[src/rtl/sdclk_pkg.sv]
package sdclk_pkg;
  localparam int DIV_W  = 8;
  localparam int DATA_W = 32;

  typedef struct packed {
    logic             wide;
    logic             byp;
    logic             psave;
    logic             en;
    logic [DIV_W-1:0] div;
  } ctrl_t;

  localparam int CTRL_W = $bits(ctrl_t);
endpackage

[src/rtl/sdclk_regs.sv]
module sdclk_regs
  import sdclk_pkg::*;
#(
  parameter int ADDR_W = 4,
  parameter logic [ADDR_W-1:0] CTRL_ADDR = 4
) (
  input  logic              clk,
  input  logic              rst_n,
  input  logic              reg_wr,
  input  logic [ADDR_W-1:0] reg_addr,
  input  logic [DATA_W-1:0] reg_wdata,
  output logic [DATA_W-1:0] reg_rdata,
  output ctrl_t             ctrl
);
  localparam int PAD_W = DATA_W - CTRL_W;

  logic hit;
  assign hit = (reg_addr == CTRL_ADDR);

  always_ff @(posedge clk or negedge rst_n) begin
    if (!rst_n) ctrl <= '0;
    else if (reg_wr && hit) ctrl <= ctrl_t'(reg_wdata[CTRL_W-1:0]);
  end

  assign reg_rdata = hit ? {{PAD_W{1'b0}}, ctrl} : '0;
endmodule

[src/rtl/sdclk_div.sv]
module sdclk_div
  import sdclk_pkg::*;
(
  input  logic             clk,
  input  logic             rst_n,
  input  logic             run,
  input  logic [DIV_W-1:0] div_cfg,
  output logic             div_clk,
  output logic             div_stb
);
  logic [DIV_W-1:0] cnt;
  logic [DIV_W-1:0] div_act;
  logic             term;

  assign term = (cnt == div_act);

  always_ff @(posedge clk or negedge rst_n) begin
    if (!rst_n) begin
      cnt     <= '0;
      div_act <= '0;
      div_clk <= 1'b0;
      div_stb <= 1'b0;
    end else begin
      div_stb <= 1'b0;
      if (!div_clk) begin
        if (!run) begin
          // parked low: keep picking up the latest divide value
          cnt     <= '0;
          div_act <= div_cfg;
        end else if (term) begin
          cnt     <= '0;
          div_clk <= 1'b1;
          div_stb <= 1'b1;
        end else begin
          cnt <= cnt + 1'b1;
        end
      end else begin
        // a high phase always runs to its full length
        if (term) begin
          cnt     <= '0;
          div_clk <= 1'b0;
          div_stb <= 1'b1;
          div_act <= div_cfg;
        end else begin
          cnt <= cnt + 1'b1;
        end
      end
    end
  end
endmodule

[src/rtl/sdclk_bypass.sv]
module sdclk_bypass (
  input  logic clk,
  input  logic rst_n,
  input  logic byp_cfg,
  input  logic run,
  input  logic div_clk,
  output logic byp_act,
  output logic byp_gate
);
  // mode hand-over happens on the rising edge only when both sources are low
  always_ff @(posedge clk or negedge rst_n) begin
    if (!rst_n) byp_act <= 1'b0;
    else if (!byp_gate && !div_clk) byp_act <= byp_cfg;
  end

  // gate changes while the module clock is low, so clk & gate cannot glitch
  always_ff @(negedge clk or negedge rst_n) begin
    if (!rst_n) byp_gate <= 1'b0;
    else byp_gate <= byp_act && byp_cfg && run;
  end
endmodule

[src/rtl/sdclk_gen.sv]
module sdclk_gen
  import sdclk_pkg::*;
#(
  parameter int ADDR_W = 4,
  parameter logic [ADDR_W-1:0] CTRL_ADDR = 4
) (
  input  logic              clk,
  input  logic              rst_n,
  input  logic              reg_wr,
  input  logic [ADDR_W-1:0] reg_addr,
  input  logic [31:0]       reg_wdata,
  output logic [31:0]       reg_rdata,
  input  logic              bus_idle,
  output logic              card_clk,
  output logic              card_edge,
  output logic              wide_bus
);
  ctrl_t ctrl;
  logic  run, div_run, div_clk, div_stb, byp_act, byp_gate;

  sdclk_regs #(.ADDR_W(ADDR_W), .CTRL_ADDR(CTRL_ADDR)) u_regs (
    .clk(clk), .rst_n(rst_n), .reg_wr(reg_wr), .reg_addr(reg_addr),
    .reg_wdata(reg_wdata), .reg_rdata(reg_rdata), .ctrl(ctrl)
  );

  assign run     = ctrl.en && !(ctrl.psave && bus_idle);
  assign div_run = run && !ctrl.byp && !byp_act;

  sdclk_div u_div (
    .clk(clk), .rst_n(rst_n), .run(div_run), .div_cfg(ctrl.div),
    .div_clk(div_clk), .div_stb(div_stb)
  );

  sdclk_bypass u_byp (
    .clk(clk), .rst_n(rst_n), .byp_cfg(ctrl.byp), .run(run),
    .div_clk(div_clk), .byp_act(byp_act), .byp_gate(byp_gate)
  );

  assign card_clk  = byp_act ? (clk & byp_gate) : div_clk;
  assign card_edge = div_stb | (byp_act & byp_gate);
  assign wide_bus  = ctrl.wide;
endmodule

[config.mk]
export PLATFORM = sky130hd
export DESIGN_NAME = sdclk_gen
export DESIGN_NICKNAME = d
export VERILOG_FILES = /design/src/rtl/sdclk_pkg.sv /design/src/rtl/sdclk_regs.sv /design/src/rtl/sdclk_div.sv /design/src/rtl/sdclk_bypass.sv /design/src/rtl/sdclk_gen.sv
export SDC_FILE = /design/constraint.sdc
export NUM_CORES = 1
export LEC_CHECK = 0
export ABC_AREA = 0
export CAP_MARGIN = 20
export CORE_ASPECT_RATIO = 0.5
export CORE_MARGIN = 2
export CORE_UTILIZATION = 37
export DETAILED_ROUTE_END_ITERATION = 16
export GPL_TIMING_DRIVEN = 0
export PLACE_DENSITY = 0.76
export SYNTH_ARGS = -nofsm -noshare
export SYNTH_HDL_FRONTEND = slang
export SYNTH_SLANG_ARGS = --single-unit
export TNS_END_PERCENT = 20
[constraint.sdc]
create_clock -name clk -period 1.9 [get_ports clk]
set_input_delay 0.57 -clock clk [delete_from_list [all_inputs] [get_ports clk]]
set_output_delay 0.57 -clock clk [all_outputs]
set_load 0.005 [all_outputs]
==> flow_summary.toml <==
[job]
cap_violations = 0

[clock_network]
hold_buffers = 0
cts_tree = "built"
clk_pin_slew_ns = 0.06
clk_latency_ns = 0.41

[floorplanning]
die_y_microns = 51.1
die_area_sq_mm = 0.00501
initial_core_util_pct = 37.8
core_sq_mm = 0.00434
die_w_microns = 98.2
rows = 17
ios = 75

[power_and_ir_drop]
cellLeakagePower_nw = 1.18
p_sw_w = 0.000639
cellPowerDensity_mw_per_mm2 = 909
p_sw_share_pct = 29.5
pwr-share-clk_pct = 33.4
comb_power_share_pct = 22.8
vdd_drop_max_v = 0.000418
p_int_w = 0.00153
seqPwrFrac_pct = 43.8

[worst_setup_path]
start_kind = "flop"
path_cells = "buf_6, nand3_4, o21ai_2, buf_2"
crit_type = "reg -> out"
critPathRequiredTime_ns = 1.33
arrival_ns = 2.14
crit_path_top_delay_cell = "dfrtn_1"
cpPeakStageDelay_ns = 0.42
crit_fanout = 2
end_kind = "output pin"

[final_layout]
final_area_sq_mm = 0.00239
final_util_pct = 55.0
syn_to_final_growth_pct = 45.5
drive_gt1_share_pct = 45.5
num_antenna_cells = 0
instances_no_fill = 270
final_cell_mix = "31 x dfrtp_1, 23 x buf_4, 21 x mux2_2"
fin_nets = 253
final_common_cell = "dfrtp_1"

[sta]
skew_ns = 0.0202
worst_slack_ns = -0.815
finalHoldViolCount = 0
slew_violations = 0
relSlewSlack_pct = 52.4
rsz0062_at_grt = "true"
setup_viol = 16
tns_ns = -3.74
worstMarginPinSlew_ns = 0.714

[global_routing]
overflow = 0
antenna_found_initial = 0
grt_max_degree = 33
grt_pass1_wl_mm = 5.69
grt.total_usage_pct = 15.4
grt_pass1_vias = 1211

[logic_synthesis]
synth_area_sq_mm = 0.00164
yosys_register_bits = 32
syn_avg_cell_area_sq_um = 11.8
synth_edf_count = 0
synth.yosys.seq_area_share_pct = 48.8
synth.distinct_cells = 28
synth_warnings = 0
synth_cells = 139
async_flop_share_pct = 100
synthFlopType = "dfrtp_1"

[placed_design]
place_congestion = 0.812
dp_cells = 249
portBuffers = 34
postPlaceCellArea_sq_mm = 0.00212
dp_hpwl_mm = 2.43
place_ws_ns = -1.27

[drt]
drtAntennaViolNets = 0
drt_wl_total_mm = 3.80
drtPass1Iterations = 4
vias = 1246
post_drt_wl_per_cell_microns = 14.1
drc = 0
first_iter_violations = 80
vias_per_cell = 4.61

[run_status]
failed_checks = "setup timing"
status = "finished, violations left"

[worst_hold_path]
hold_class = "in -> async"
[per-stage QoR]
stage | hold slack (ns) | total power (W)
final | 0.225 | 0.00217
after detailed placement | 0.515 | 0.00139
after floorplan | 0.274 | 0.00123
after global placement | 0.502 | 0.00136
after CTS | 0.237 | 0.00212
after global routing | 0.287 | 0.00226
[Yosys cell counts (2+ instances only)]
cell type  instances  area [sq um]
clkbuf_1           2          7.51
and2_1            12          75.1
nor2_1             2          7.51
xor2_1            13           114
dfrtp_1           31           776
and3_1             3          18.8
buf_4             21           158
nand3_1            7          35.0
a21oi_1            2          10.0
mux2_2            21           236
nor4_2             2          25.0
nor3_1             7          35.0
[worst paths after layout]
check                                startpoint              end  slack (ns)  cells past startpoint
worst max-delay path             u_byp.byp_gate         card_clk       -0.81                      4
worst min-delay path                      rst_n    u_byp.byp_act        0.23                      1
worst max register to register   u_byp.byp_gate    u_byp.byp_act       -0.08                      3
worst min register to register  u_regs.ctrl[11]  u_regs.ctrl[11]        0.53                      1
max in group asynchronous                 rst_n   u_byp.byp_gate        0.38                      1
min in group clk                u_regs.ctrl[11]  u_regs.ctrl[11]        0.53                      1
[per-layer routing]
layer | up-vias | routed length, microns | part of all wire, % | GRT usage (%)
met5 | - | 0 | 0 | 0
met4 | 0 | 148 | 3.9 | 11.4
met3 | 18 | 245 | 6.5 | 6.29
met2 | 59 | 1920 | 50 | 24.2
met1 | 595 | 1490 | 39 | 17.1
li1 | 574 | - | - | -
[cell families (layout without fill, tap and decap cells)]
group | Yosys count | in the layout | synth area share (%)
other | 1 | 20 | 0.229
AO/OA/AOI/OAI | 7 | 7 | 3.66
buffers and inverters | 25 | 80 | 10.6
flip-flops | 32 | 32 | 48.8
adder cells (fa/ha/maj) | 1 | 1 | 0.763
AND/OR/NAND/NOR | 38 | 38 | 14.0
XOR/XNOR | 14 | 14 | 7.48
multiplexers | 21 | 21 | 14.4
[state kept, by name, summed over array words and instances (netlist names)]
| register | count |
|---|---|
| u_div.div_act | 8 |
| u_regs.ctrl | 12 |
| u_div.div_stb | 1 |
| u_byp.byp_gate | 1 |
| u_byp.byp_act | 1 |
| u_div.div_clk | 1 |
| u_div.cnt | 8 |
[critical path: cells and delay by family, from the launching register on]
kind | cells | cell delay [ns]
AO/OA/AOI/OAI | 1 | 0.07
buffers and inverters | 2 | 0.23
flip-flops | 1 | 0.42
AND/OR/NAND/NOR | 1 | 0.06
[timing repair]
action,in CTS,in global routing
buffers inserted,8,3
pin swaps,7,1
cloned,1,0
gates resized for setup,95,15
setup endpoints to repair,29,24
[final cells by class]
class	instances	area (sq um)
buffer	24	180
clock buffer	12	136
fill	373	1950
inverter	1	3.75
multi-input combinational	101	796
sequential	32	801
tap	57	71.3
timing repair buffer	43	398
[power groups by stage]
stage / sequential, W / combinational [W] / clock (W)
global route: 0.000966 / 0.000534 / 0.000764
floorplan: 0.000907 / 0.000321 / 0.00000131
global placement: 0.000933 / 0.000425 / 0.00000359
CTS: 0.000939 / 0.000454 / 0.000729
finish: 0.000950 / 0.000495 / 0.000724
detailed placement: 0.000948 / 0.000439 / 0.00000359
No activity file was read; power rests on OpenSTA's default activity.
